--- src/rtl/cla_pkg.sv ---
package cla_pkg;

    localparam int unsigned LA_MAX = 32;

    typedef struct packed {
        logic [LA_MAX-1:0] gen;
        logic [LA_MAX-1:0] prop;
    } gp_vec_t;

    // Flat sum-of-products carry into position idx+1:
    // OR over k<=idx of (gen[k] & prop[k+1..idx]) OR (prop[0..idx] & cin)
    function automatic logic sop_carry(input gp_vec_t v, input logic cin, input int idx);
        logic acc;
        logic prod;
        acc = 1'b0;
        for (int k = 0; k <= idx; k++) begin
            prod = v.gen[k];
            for (int m = k + 1; m <= idx; m++) begin
                prod = prod & v.prop[m];
            end
            acc = acc | prod;
        end
        prod = cin;
        for (int m = 0; m <= idx; m++) begin
            prod = prod & v.prop[m];
        end
        return acc | prod;
    endfunction

endpackage

--- src/rtl/cla_slice.sv ---
module cla_slice
    import cla_pkg::*;
#(
    parameter int unsigned SLICE_W = 4
) (
    input  logic [SLICE_W-1:0] op_a,
    input  logic [SLICE_W-1:0] op_b,
    input  logic               c_in,
    output logic [SLICE_W-1:0] sum,
    output logic               blk_gen,
    output logic               blk_prop
);

    logic [SLICE_W-1:0] bit_gen;
    logic [SLICE_W-1:0] bit_prop;
    logic [SLICE_W:0]   carry;
    gp_vec_t            gp_v;

    assign bit_gen  = op_a & op_b;
    assign bit_prop = op_a | op_b;

    always_comb begin
        gp_v      = '0;
        gp_v.gen  = LA_MAX'(bit_gen);
        gp_v.prop = LA_MAX'(bit_prop);
        carry[0]  = c_in;
        for (int j = 0; j < int'(SLICE_W); j++) begin
            carry[j+1] = sop_carry(gp_v, c_in, j);
        end
        // slice-wide terms: generate ignores the carry-in, propagate is the AND chain
        blk_gen  = sop_carry(gp_v, 1'b0, int'(SLICE_W) - 1);
        blk_prop = &bit_prop;
    end

    assign sum = op_a ^ op_b ^ carry[SLICE_W-1:0];

endmodule

--- src/rtl/cla_level2.sv ---
module cla_level2
    import cla_pkg::*;
#(
    parameter int unsigned NUM_SLICE = 4
) (
    input  logic [NUM_SLICE-1:0] blk_gen,
    input  logic [NUM_SLICE-1:0] blk_prop,
    input  logic                 c_in,
    output logic [NUM_SLICE:0]   slice_c
);

    gp_vec_t gp_v;

    always_comb begin
        gp_v       = '0;
        gp_v.gen   = LA_MAX'(blk_gen);
        gp_v.prop  = LA_MAX'(blk_prop);
        slice_c[0] = c_in;
        for (int j = 0; j < int'(NUM_SLICE); j++) begin
            slice_c[j+1] = sop_carry(gp_v, c_in, j);
        end
    end

endmodule

--- src/rtl/cla_core.sv ---
module cla_core #(
    parameter int unsigned SLICE_W   = 4,
    parameter int unsigned NUM_SLICE = 4,
    localparam int unsigned WIDTH    = SLICE_W * NUM_SLICE
) (
    input  logic [WIDTH-1:0]     op_a,
    input  logic [WIDTH-1:0]     op_b,
    input  logic                 c_in,
    output logic [WIDTH-1:0]     sum,
    output logic                 c_out,
    output logic [NUM_SLICE-1:0] blk_gen,
    output logic [NUM_SLICE-1:0] blk_prop,
    output logic [NUM_SLICE:0]   slice_c
);

    for (genvar s = 0; s < NUM_SLICE; s++) begin : g_slice
        cla_slice #(.SLICE_W(SLICE_W)) u_slice (
            .op_a     (op_a[s*SLICE_W +: SLICE_W]),
            .op_b     (op_b[s*SLICE_W +: SLICE_W]),
            .c_in     (slice_c[s]),
            .sum      (sum[s*SLICE_W +: SLICE_W]),
            .blk_gen  (blk_gen[s]),
            .blk_prop (blk_prop[s])
        );
    end

    cla_level2 #(.NUM_SLICE(NUM_SLICE)) u_level2 (
        .blk_gen  (blk_gen),
        .blk_prop (blk_prop),
        .c_in     (c_in),
        .slice_c  (slice_c)
    );

    assign c_out = slice_c[NUM_SLICE];

endmodule

--- src/rtl/cla16_reg.sv ---
module cla16_reg #(
    parameter int unsigned SLICE_W   = 4,
    parameter int unsigned NUM_SLICE = 4,
    localparam int unsigned WIDTH    = SLICE_W * NUM_SLICE
) (
    input  logic             clk,
    input  logic             rst_n,
    input  logic [WIDTH-1:0] in_x,
    input  logic [WIDTH-1:0] in_y,
    input  logic             in_cin,
    output logic [WIDTH-1:0] out_sum,
    output logic             out_cout
);

    typedef struct packed {
        logic [WIDTH-1:0] sum;
        logic             cout;
    } res_t;

    logic [WIDTH-1:0]     core_sum;
    logic                 core_cout;
    logic [NUM_SLICE-1:0] blk_gen;
    logic [NUM_SLICE-1:0] blk_prop;
    logic [NUM_SLICE:0]   slice_c;
    res_t                 res_d;
    res_t                 res_q;

    cla_core #(.SLICE_W(SLICE_W), .NUM_SLICE(NUM_SLICE)) u_core (
        .op_a     (in_x),
        .op_b     (in_y),
        .c_in     (in_cin),
        .sum      (core_sum),
        .c_out    (core_cout),
        .blk_gen  (blk_gen),
        .blk_prop (blk_prop),
        .slice_c  (slice_c)
    );

    always_comb begin
        res_d      = res_q;
        res_d.sum  = core_sum;
        res_d.cout = core_cout;
    end

    always_ff @(posedge clk or negedge rst_n) begin
        if (!rst_n) begin
            res_q <= '0;
        end else begin
            res_q <= res_d;
        end
    end

    assign out_sum  = res_q.sum;
    assign out_cout = res_q.cout;

endmodule

--- config.mk ---
export PLATFORM = sky130hd
export DESIGN_NAME = cla16_reg
export DESIGN_NICKNAME = d
export VERILOG_FILES = /design/src/rtl/cla_pkg.sv /design/src/rtl/cla_slice.sv /design/src/rtl/cla_level2.sv /design/src/rtl/cla_core.sv /design/src/rtl/cla16_reg.sv
export SDC_FILE = /design/constraint.sdc
export NUM_CORES = 1
export LEC_CHECK = 0
export BUFFER_PORTS_ARGS = -buffer_cell sky130_fd_sc_hd__buf_2
export CAP_MARGIN = 20
export CORE_MARGIN = 2
export CORE_UTILIZATION = 56
export CTS_BUF_LIST = sky130_fd_sc_hd__clkbuf_2 sky130_fd_sc_hd__clkbuf_4 sky130_fd_sc_hd__clkbuf_8
export CTS_CLUSTER_SIZE = 25
export DETAILED_ROUTE_END_ITERATION = 10
export GPL_TIMING_DRIVEN = 0
export PLACE_DENSITY_LB_ADDON = 0.1
export SYNTH_ARGS = -nofsm -noshare
export SYNTH_HDL_FRONTEND = slang
export SYNTH_SLANG_ARGS = --single-unit
--- constraint.sdc ---
create_clock -name clk -period 0.86 [get_ports clk]
set_clock_uncertainty 0.2 [all_clocks]
set_input_delay 0.086 -clock clk [delete_from_list [all_inputs] [get_ports clk]]
set_output_delay 0.086 -clock clk [all_outputs]
set_load 0.02 [all_outputs]
==> summary.txt, run 1 <==
Clocking
  – H-Tree Depth: 1
  – Sink Count: 17
  – CTS Buf Count: 3
  – CTS Buffer Depth: 2
  – Root buffer cell: clkbuf_4

Logic synthesis
  – Post-synth EDFFs: 0
  – Gate Count Post-Synth: around 160
  – Post-synth top area share: between 20% and 30%
  – Sequential share of the synthesized area: 28.8%
  – Prevailing post-synth register cell: dfrtp_1
  – Ys Warns: 0
  – Most frequent cell after synthesis: inv_1
  – Average size of a mapped cell: approximately 9.5 sq um
  – Mapped Area: 0.00148 sq mm
  – Yosys reg bits: 17
  – Synth cell count leaders: inv_1, ha_1, dfrtp_1
  – Leading area contributor after synthesis: dfrtp_1
  – Ys async rst share: 100%
  – Synth cell types: 31
  – Main area contributors after synthesis: dfrtp_1, ha_1, inv_1
  – Syn Nets: 226

Outcome
  – Outcome: stopped before the end
  – Stop err: [ERROR DPL-0038] Utilization greater than 100%, impossible to legalize
  – Stop stage: 5_1_grt

Global routing
  – Largest net degree at the start of global routing: 18

Die
  – Die height: 55.4 um
  – Num rows: 18
  – Io pins: 52
  – Initial core utilization: 59.1%
  – Die width: roughly 55 um

Timing
  – Worst endpoint pin kind: register data pin
  – Grt repair worst endpoint: out_sum[15]$_DFF_PN0_/D

Place
  – HPWL after DPL: 2.47 mm
  – Placer Congestion: 0.803
  – IO buf count: 51
-- cell families after synthesis --
group	synth area share, %
AND/OR/NAND/NOR	10.8
AO/OA/AOI/OAI	11.3
adder cells (fa/ha/maj)	32.5
XOR/XNOR	6.52
buffers and inverters	10.2
flip-flops	28.8
-- per-stage QoR --
stage	std cells	hold WS, ns	setup WS [ns]	cell area (sq um)	utilization [%]
3_5_place_dp	236	-0.161	-1.11	2020	80.6
4_1_cts	249	-0.102	-0.670	2400	95.9
3_3_place_gp	236	-0.170	-1.09	2020	80.6
2_1_floorplan	155	-0.410	-0.817	1720	-
-- repair_timing --
| item | CTS |
|---|---|
| pin swaps | 28 |
| hold buffers | 1 |
| gates resized for setup | 77 |
| hold endpoints to repair | 31 |
| buffers inserted | 8 |
| endpoints found under the setup margin | 33 |
==> inputs of run 2 (changes only) <==
--- a/config.mk
+++ b/config.mk
@@ -8,12 +8,10 @@
 export BUFFER_PORTS_ARGS = -buffer_cell sky130_fd_sc_hd__buf_2
 export CAP_MARGIN = 20
 export CORE_MARGIN = 2
-export CORE_UTILIZATION = 56
-export CTS_BUF_LIST = sky130_fd_sc_hd__clkbuf_2 sky130_fd_sc_hd__clkbuf_4 sky130_fd_sc_hd__clkbuf_8
-export CTS_CLUSTER_SIZE = 25
+export CORE_UTILIZATION = 40
 export DETAILED_ROUTE_END_ITERATION = 10
 export GPL_TIMING_DRIVEN = 0
-export PLACE_DENSITY_LB_ADDON = 0.1
+export PLACE_DENSITY_LB_ADDON = 0.15
 export SYNTH_ARGS = -nofsm -noshare
 export SYNTH_HDL_FRONTEND = slang
 export SYNTH_SLANG_ARGS = --single-unit
==> summary.txt, run 2 <==
Outcome
  – Outcome: finished with violations
  – Failing checks: hold timing, setup timing

Logic synthesis
  – Syn Nets: 226 (unchanged)
  – Main area contributors after synthesis: dfrtp_1, ha_1, inv_1
  – Yosys reg bits: 17 (unchanged)
  – Post-synth top area share: 28.8% (unchanged)
  – Ys async rst share: 100% (unchanged)
  – Synth cell count leaders: inv_1, ha_1, dfrtp_1
  – Gate Count Post-Synth: 155 (unchanged)
  – Ys Warns: 0 (unchanged)
  – Sequential share of the synthesized area: 28.8% (unchanged)
  – Mapped Area: 0.00148 sq mm (unchanged)
  – Leading area contributor after synthesis: dfrtp_1
  – Prevailing post-synth register cell: dfrtp_1
  – Synth cell types: 31 (unchanged)
  – Post-synth EDFFs: 0 (unchanged)
  – Most frequent cell after synthesis: inv_1
  – Average size of a mapped cell: 9.53 sq um (unchanged)

Clocking
  – CTS Buf Count: 3 (unchanged)
  – CTS Buffer Depth: 2 (unchanged)
  – H-Tree Depth: 1 (unchanged)
  – Post-CTS Hold Fix Bufs: 1 (unchanged)
  – Root buffer cell: clkbuf_8
  – Sink Count: 17 (unchanged)
  – CTS tree: built
  – Clk slew on worst S/H paths: 0.07 ns

Worst setup path
  – Slowest cell on crit path: fa_2
  – CP Class: input pin to register
  – Crit path cell chain: buf_12, ha_4, nor2b_4, o21ai_4, a21oi_1, o21ai_1, nand3_2, fa_2, xor2_1
  – CP required: 0.81 ns
  – Startpoint Class: input pin
  – Buf/Inv on CP: 1
  – Critical path data arrival time: around 1.6 ns
  – Crit path capture type: register
  – CP peak stage delay: ~0.34 ns
  – CP max FO: 3
  – CP delay by family, top: compound AO/OA/AOI/OAI gates

Die
  – Die area: 0.00420 sq mm
  – Io pins: 52 (unchanged)
  – Die width: 64.8 um (+17%)
  – Num rows: 22 (+4)
  – Initial core utilization: 41.0% (-18 points)
  – Die height: 64.8 um (+17%)
  – CORE AREA: ~0.0036 sq mm

Global routing
  – GR Util met3: 1.56%
  – Grt met1 use: a little under a fifth
  – Total global routing overflow: 0
  – GR peak layer: met2
  – Vias in the first global route: 1328
  – First-pass GRT wire length: 5.75 mm
  – Total global routing track utilization: 17.9%
  – M2 GR Usage: 35.2%
  – Antenna violations before repair: 0
  – Largest net degree at the start of global routing: 18

Timing
  – Final Worst Setup Slack: -0.753 ns
  – Slew Limit Headroom: 78.1%
  – Unrepaired setup endpoints after global routing: yes
  – Fmax: 620 MHz
  – Sum of negative setup slack: -12.17 ns
  – Minimum hold slack: -0.0506 ns
  – Tcrit/Tclk final: 188%
  – Final Hold Vio Count: 7
  – Least-Margin Pin Slew: between 0.3 and 0.4 ns
  – Minimum clock period: roughly 1.6 ns
  – Final Max Tran Viols: 0
  – Setup violations, final: 34

Power and ir drop
  – VDD IR-drop max: 0.603 mV
  – Power density over the cells: around 1300 mW/mm^2
  – LEAKAGE: 1.25 nW

Run
  – Max cap viols: 0

Place
  – Place WS: -1.10 ns (+0.0126 ns)
  – DP Cell Count: 254 (+7.6%)
  – IO buf count: 51 (unchanged)
  – HPWL after DPL: 2.53 mm (+2.5%)
  – Placer Congestion: 0.716 (-11%)

Drt
  – DR WL/cell: 13.3 um
  – Final WL: 3.67 mm
  – Vias/cell: between 4 and 5
  – DRT Pass-1 Iters: 3
  – Via count: roughly 1300
  – Iteration-0 DRC Markers: 50
  – Post-DRT Antenna Nets: 0
  – DR DRC count: 0

Final layout
  – Core Util, Final: 73.8%
  – Layout overhead on the synthesized area: 80.2%
  – Final net count: 300
  – Max FFs per register: 16
  – Share of cells above drive strength 1: 63.6%
  – Commonest non-fill, non-tap cells in the layout: buf_6, buf_2, dfrtp_1, inv_1
  – Final Non-Filler Cells: 276
  – Ant diodes: 0
  – Commonest non-fill, non-tap cell in the layout: buf_6

Min path
  – Hold crit path type: input pin to register
run 2: cell counts after synthesis:
Identical to the previous run, type by type.
run 2: per-layer routing:
layer | up-vias | part of all wire, %
met5 | - | 0
met4 | 0 | 2.8
met3 | 10 | 4.6
met2 | 40 | 55
met1 | 612 | 38
li1 | 630 | -
run 2: repair_timing:
action / CTS / global route
buffers inserted: 7 / 10
pin swaps: 33 / 24
endpoints found under the setup margin: 34 / 51
endpoints found under the hold margin: 25 / 4
gates resized for setup: 80 / 37
run 2: final timing paths:
path	start	cells after the start	end
worst max-delay path	in_y[0]	9	out_sum[13]
worst min-delay path	in_y[4]	2	out_sum[4]
max in group asynchronous	rst_n	2	out_sum[4]
min in group asynchronous	rst_n	2	out_sum[12]
run 2: final cells by class:
| class | instances | area, sq um |
|---|---|---|
| Fill cell | 252 | 943 |
| Multi-Input combinational cell | 98 | 1270 |
| Inverter | 40 | 200 |
| Tap cell | 48 | 60.1 |
| Timing Repair Buffer | 69 | 666 |
| Sequential cell | 17 | 425 |
| Clock buffer | 4 | 45.0 |
run 2: per-stage QoR:
stage                     total power [mW]  area, sq um  hold slack [ns]
final                                 3.34         2660          -0.0506
after global routing                  3.54         2660          -0.0381
after CTS                             3.23         2460          -0.0745
after detailed placement              2.21         2040           -0.155
after global placement                2.17         2040           -0.164
after floorplan                       1.81         1720           -0.410
run 2: cells by family (layout without fill, tap and decap cells):
family	Yosys count	in the layout	share of synthesized area [%]
adders and majority gates	36	36	32.5
DFF	17	17	28.8
buffers and inverters	40	113	10.2
xor gates and xnor gates	11	11	6.52
and+or+nand+nor	27	27	10.8
AOI/OAI and AO/OA	24	24	11.3
run 2: where the power goes:
group	internal (mW)	total, mW	leakage (nW)	switching, mW
Sequential	0.966	1.04	0.198	0.0745
Clock	0.329	0.612	0.0228	0.283
Combinational	0.897	1.69	1.03	0.789
Total	2.19	3.34	1.25	1.15
Power figures use the tool's default switching activity.
==> inputs of run 3 (changes only) <==
==> constraint.sdc (replaced) <==
create_clock -name clk -period 1.4 [get_ports clk]
set_clock_uncertainty 0.2 [all_clocks]
set_input_delay 0.14 -clock clk [delete_from_list [all_inputs] [get_ports clk]]
set_output_delay 0.14 -clock clk [all_outputs]
set_load 0.02 [all_outputs]
==> summary.txt, run 3 (synthesis results as in run 2) <==
Timing
  – Minimum clock period: 1.69 ns
  – Fmax: between 500 and 600 MHz
  – Tcrit/Tclk final: 120%
  – Unrepaired setup endpoints after global routing: yes
  – Sum of negative setup slack: -2.34 ns (+9.83 ns)
  – Minimum hold slack: 0.0185 ns (+0.0691 ns)
  – Least-Margin Pin Slew: 0.423 ns (+0.0974 ns)
  – Setup violations, final: 12 (-65%)
  – Final Hold Vio Count: 0 (-7)
  – Slew Limit Headroom: 71.6% (-6.5 points)
  – Final Max Tran Viols: 0 (unchanged)
  – Final Worst Setup Slack: -0.286 ns (+0.467 ns)

Global routing
  – First-pass GRT wire length: 5.27 mm (-8.4%)
  – Total global routing overflow: 0 (unchanged)
  – Vias in the first global route: 1282 (-3.5%)
  – Total global routing track utilization: 16.6% (-1.3 points)
  – Antenna violations before repair: 0 (unchanged)
  – Largest net degree at the start of global routing: 18 (unchanged)

Die
  – Die width: 64.8 um (unchanged)
  – Io pins: 52 (unchanged)
  – Num rows: 22 (unchanged)
  – Die height: 64.8 um (unchanged)
  – Die area: 0.00420 sq mm (unchanged)
  – Initial core utilization: 41.0% (unchanged)
  – CORE AREA: 0.00361 sq mm (unchanged)

Worst setup path
  – CP Launch Point: in_y[3]
  – CP peak stage delay: 0.38 ns (+0.04 ns)
  – Crit path cell chain: buf_6, inv_4, ha_4, inv_4, a21oi_4, buf_6, a211oi_2, a311oi_2, a21oi_2, xor2_1
  – CP required: 1.33 ns (+0.52 ns)
  – Startpoint Class: input pin
  – CP max FO: 3 (unchanged)
  – Critical path data arrival time: 1.62 ns (+0.06 ns)
  – Slowest cell on crit path: a311oi_2
  – Crit path capture type: register
  – CP Class: input pin to register

Drt
  – Post-DRT Antenna Nets: 0 (unchanged)
  – DRT Pass-1 Iters: 4 (+1)
  – DR DRC count: 0 (unchanged)
  – Via count: 1251 (-3.2%)
  – Iteration-0 DRC Markers: 43 (-14%)
  – Vias/cell: 4.62 (-1.4%)
  – DR WL/cell: 12.2 um (-8.0%)
  – Final WL: 3.32 mm (-9.6%)

Final layout
  – Area of the multi-input gates: 0.00129 sq mm (+2.1%)
  – Max FFs per register: 16 (unchanged)
  – Final instance area: 0.00250 sq mm (-6.0%)
  – Commonest non-fill, non-tap cells in the layout: buf_2, inv_1, ha_1, dfrtp_1
  – Fillers: 261 (+3.6%)
  – Reg area: 425 sq um (unchanged)
  – Final Non-Filler Cells: 271 (-1.8%)
  – Commonest non-fill, non-tap cell in the layout: buf_2
  – Share of cells above drive strength 1: 62.3% (-1.3 points)
  – Final net count: 295 (-1.7%)
  – Layout overhead on the synthesized area: 69.4%
  – Ant diodes: 0 (unchanged)

Power and ir drop
  – Power density over the cells: 755 mW/mm^2 (-40%)
  – VDD IR-drop max: 0.430 mV (-29%)
  – LEAKAGE: 1.18 nW (-4.9%)

Clocking
  – CTS Buf Count: 3 (unchanged)
  – Sink Count: 17 (unchanged)
  – H-Tree Depth: 1 (unchanged)
  – CTS Buffer Depth: 2 (unchanged)
  – Clk slew on worst S/H paths: 0.07 ns (about the same)
  – Root buffer cell: clkbuf_8
  – CTS tree: built

Place
  – IO buf count: 51 (unchanged)
  – DP Cell Count: 254 (unchanged)
  – Place WS: -0.602 ns (+0.497 ns)
  – Placer Congestion: 0.714 (-0.32%)
  – HPWL after DPL: 2.44 mm (-3.8%)
  – Post-DP Area: 0.00200 sq mm (-2.0%)

Outcome
  – Failing checks: setup timing
  – Outcome: finished with violations

Run
  – Max cap viols: 0 (unchanged)

Min path
  – Hold crit path type: input pin to register
  – Hold_sp: in_y[15]
==> run 3: critical path: cells and delay by family <==
family | cells | cell delay, ns
compound gates | 4 | 0.78
buf+inv | 4 | 0.33
xor+xnor | 1 | 0.18
fa+ha+maj | 1 | 0.17
==> run 3: per-layer routing <==
metal	vias to the layer above	GRT usage (%)	routed length, um
met2	36	31.8	1800
met1	587	18.1	1330
li1	624	-	-
met4	0	7.18	57
met5	-	0	0
met3	4	1.74	123
==> run 3: timing repair <==
item	CTS	global route
endpoints found under the hold margin	17	0
setup buffers	8	4
pin swaps	30	13
hold buffers	1	0
endpoints found under the setup margin	12	12
gates resized for setup	65	20
==> run 3: path summary, 6_finish.rpt <==
| check | end | depth (start not counted) |
|---|---|---|
| worst max-delay path | out_sum[15] | 10 |
| max in group asynchronous | out_sum[5] | 2 |
| min in group asynchronous | out_sum[6] | 2 |
| worst min-delay path | out_cout | 3 |
==> run 3: final cells by class <==
cell class                      count  area share [%]
Inverter                           40            7.50
Clock buffer                        4            1.80
Timing Repair Buffer               64            19.7
Multi-Input combinational cell     98            51.6
Tap cell                           48            2.40
Sequential cell                    17            17.0
==> run 3: metrics by stage <==
stage                     power (mW)  util, %
after global routing            2.00     69.4
final                           1.89     69.4
after CTS                       1.84     66.0
after floorplan                 1.10        -
after detailed placement        1.34     55.4
after global placement          1.32     55.4
==> run 3: power breakdown <==
group	switching, mW	leakage [nW]	internal, mW
clock	0.172	0.0228	0.202
sequential	0.0223	0.198	0.591
combinational	0.484	0.964	0.419
total	0.679	1.18	1.21
==> inputs of run 4 (changes only) <==
--- a/config.mk
+++ b/config.mk
@@ -12,6 +12,7 @@
 export DETAILED_ROUTE_END_ITERATION = 10
 export GPL_TIMING_DRIVEN = 0
 export PLACE_DENSITY_LB_ADDON = 0.15
+export SKIP_CTS_REPAIR_TIMING = 1
 export SYNTH_ARGS = -nofsm -noshare
 export SYNTH_HDL_FRONTEND = slang
 export SYNTH_SLANG_ARGS = --single-unit
==> summary.txt, run 4 (synthesis results as in run 2) <==
Final layout
  – Final Non-Filler Cells: 265 (-2.2%)
  – Final instance area: 0.00234 sq mm (-6.4%)
  – Commonest non-fill, non-tap cells in the layout: buf_2, inv_1, ha_1, dfrtp_1, inv_2
  – Layout overhead on the synthesized area: 58.6%
  – Max FFs per register: 16 (unchanged)
  – Final net count: 289 (-2.0%)
  – Ant diodes: 0 (unchanged)
  – Share of cells above drive strength 1: 57.1% (-5.2 points)
  – Commonest non-fill, non-tap cell in the layout: buf_2
  – Fillers: 286 (+9.6%)

Worst setup path
  – Critical path data arrival time: 1.64 ns (+0.02 ns)
  – CP required: 1.34 ns (about the same)
  – CP Launch Point: in_x[3]
  – Startpoint Class: input pin
  – CP max FO: 4 (+1)
  – CP Class: input pin to register
  – Crit path capture type: register

Place
  – IO buf count: 51 (unchanged)
  – DP Cell Count: 254 (unchanged)
  – HPWL after DPL: 2.44 mm (unchanged)
  – Place WS: -0.602 ns (unchanged)
  – Post-DP Area: 0.00200 sq mm (unchanged)
  – Placer Congestion: 0.714 (unchanged)

Drt
  – Vias/cell: 4.74 (+2.7%)
  – DR WL/cell: 11.9 um (-2.7%)
  – DRT Pass-1 Iters: 4 (unchanged)
  – Final WL: 3.16 mm (-4.9%)
  – Via count: 1256 (+0.40%)
  – Post-DRT Antenna Nets: 0 (unchanged)
  – Iteration-0 DRC Markers: 47 (+9.3%)
  – DR DRC count: 0 (unchanged)

Min path
  – Hold Path End: out_sum[8]
  – Hold_sp: in_x[8]
  – Hold Path Depth: 2 (-1)
  – Hold crit path type: input pin to register

Clocking
  – H-Tree Depth: 1 (unchanged)
  – CTS Buffer Depth: 2 (unchanged)
  – CTS tree: built
  – Sink Count: 17 (unchanged)
  – CTS Buf Count: 3 (unchanged)
  – Clk slew on worst S/H paths: 0.07 ns (about the same)
  – Root buffer cell: clkbuf_8

Die
  – Io pins: 52 (unchanged)
  – Die area: 0.00420 sq mm (unchanged)
  – Initial core utilization: 41.0% (unchanged)
  – Die height: 64.8 um (unchanged)
  – CORE AREA: 0.00361 sq mm (unchanged)
  – Num rows: 22 (unchanged)
  – Die width: 64.8 um (unchanged)

Outcome
  – Outcome: finished with violations
  – Failing checks: setup timing

Global routing
  – Antenna violations before repair: 0 (unchanged)
  – Largest net degree at the start of global routing: 18 (unchanged)
  – Total global routing track utilization: 14.6% (-2.0 points)
  – First-pass GRT wire length: 4.71 mm (-11%)
  – Total global routing overflow: 0 (unchanged)
  – Vias in the first global route: 1172 (-8.6%)

Timing
  – Final Worst Setup Slack: -0.301 ns (-0.0149 ns)
  – Minimum clock period: 1.70 ns (+0.0149 ns)
  – Unrepaired setup endpoints after global routing: yes
  – Least-Margin Pin Slew: 0.414 ns (-0.00939 ns)
  – Minimum hold slack: 0.0106 ns (-0.00794 ns)
  – Slew Limit Headroom: 72.4% (+0.80 points)
  – Final Hold Vio Count: 0 (unchanged)
  – Final Max Tran Viols: 0 (unchanged)
  – Setup violations, final: 12 (unchanged)
  – Fmax: 588 MHz (-0.88%)
  – Tcrit/Tclk final: 121% (+1.1 points)

Power and ir drop
  – Total power draw: 1.81 mW (-4.6%)
  – VDD IR-drop max: 0.407 mV (-5.3%)
  – LEAKAGE: 1.12 nW (-5.3%)
  – Power density over the cells: 770 mW/mm^2 (+2.0%)

Run
  – Max cap viols: 0 (unchanged)
run 4: worst max-delay path by stage:
stage | to | slack, ns | cells past startpoint
floorplan | out_sum[9] | -0.33 | 7
global placement | out_sum[8] | -0.57 | 8
detailed placement | out_sum[8] | -0.60 | 8
CTS | out_sum[8] | -0.35 | 8
global route | out_sum[14] | -0.34 | 10
finish | out_sum[13] | -0.30 | 10
run 4: layout make-up:
class | instances | area, sq um | share of cell area [%]
inverters | 40 | 175 | 7.47
clock buffers | 4 | 45.0 | 1.92
well taps | 48 | 60.1 | 2.56
flip-flops and latches | 17 | 425 | 18.2
repair buffers | 58 | 419 | 17.9
multi-input cells | 98 | 1220 | 52.0
run 4: critical path: stages:
cell     delay [ns]
buf_8          0.10
inv_4          0.05
ha_4           0.17
inv_4          0.04
a21oi_4        0.22
a21oi_2        0.09
o21ai_1        0.19
nand3_2        0.11
fa_2           0.36
xor2_1         0.16
run 4: stage by stage:
step | util [%] | TNS, ns
2_1_floorplan | - | -2.44
3_3_place_gp | 55.4 | -5.74
3_5_place_dp | 55.4 | -6.21
4_1_cts | 56.7 | -2.68
5_1_grt | 65.0 | -2.80
6_report | 65.0 | -2.08
run 4: power breakdown:
| part | internal [mW] | switching, mW |
|---|---|---|
| registers | 0.591 | 0.0219 |
| logic | 0.367 | 0.453 |
| clock network | 0.202 | 0.170 |
| total | 1.16 | 0.645 |
run 4: metal layers:
layer	global-route usage [%]	routed length (um)	vias to the layer above
met5	0	0	-
met4	7.18	74	0
met3	1.74	156	8
met2	27.1	1640	54
met1	16.3	1280	579
li1	-	-	615
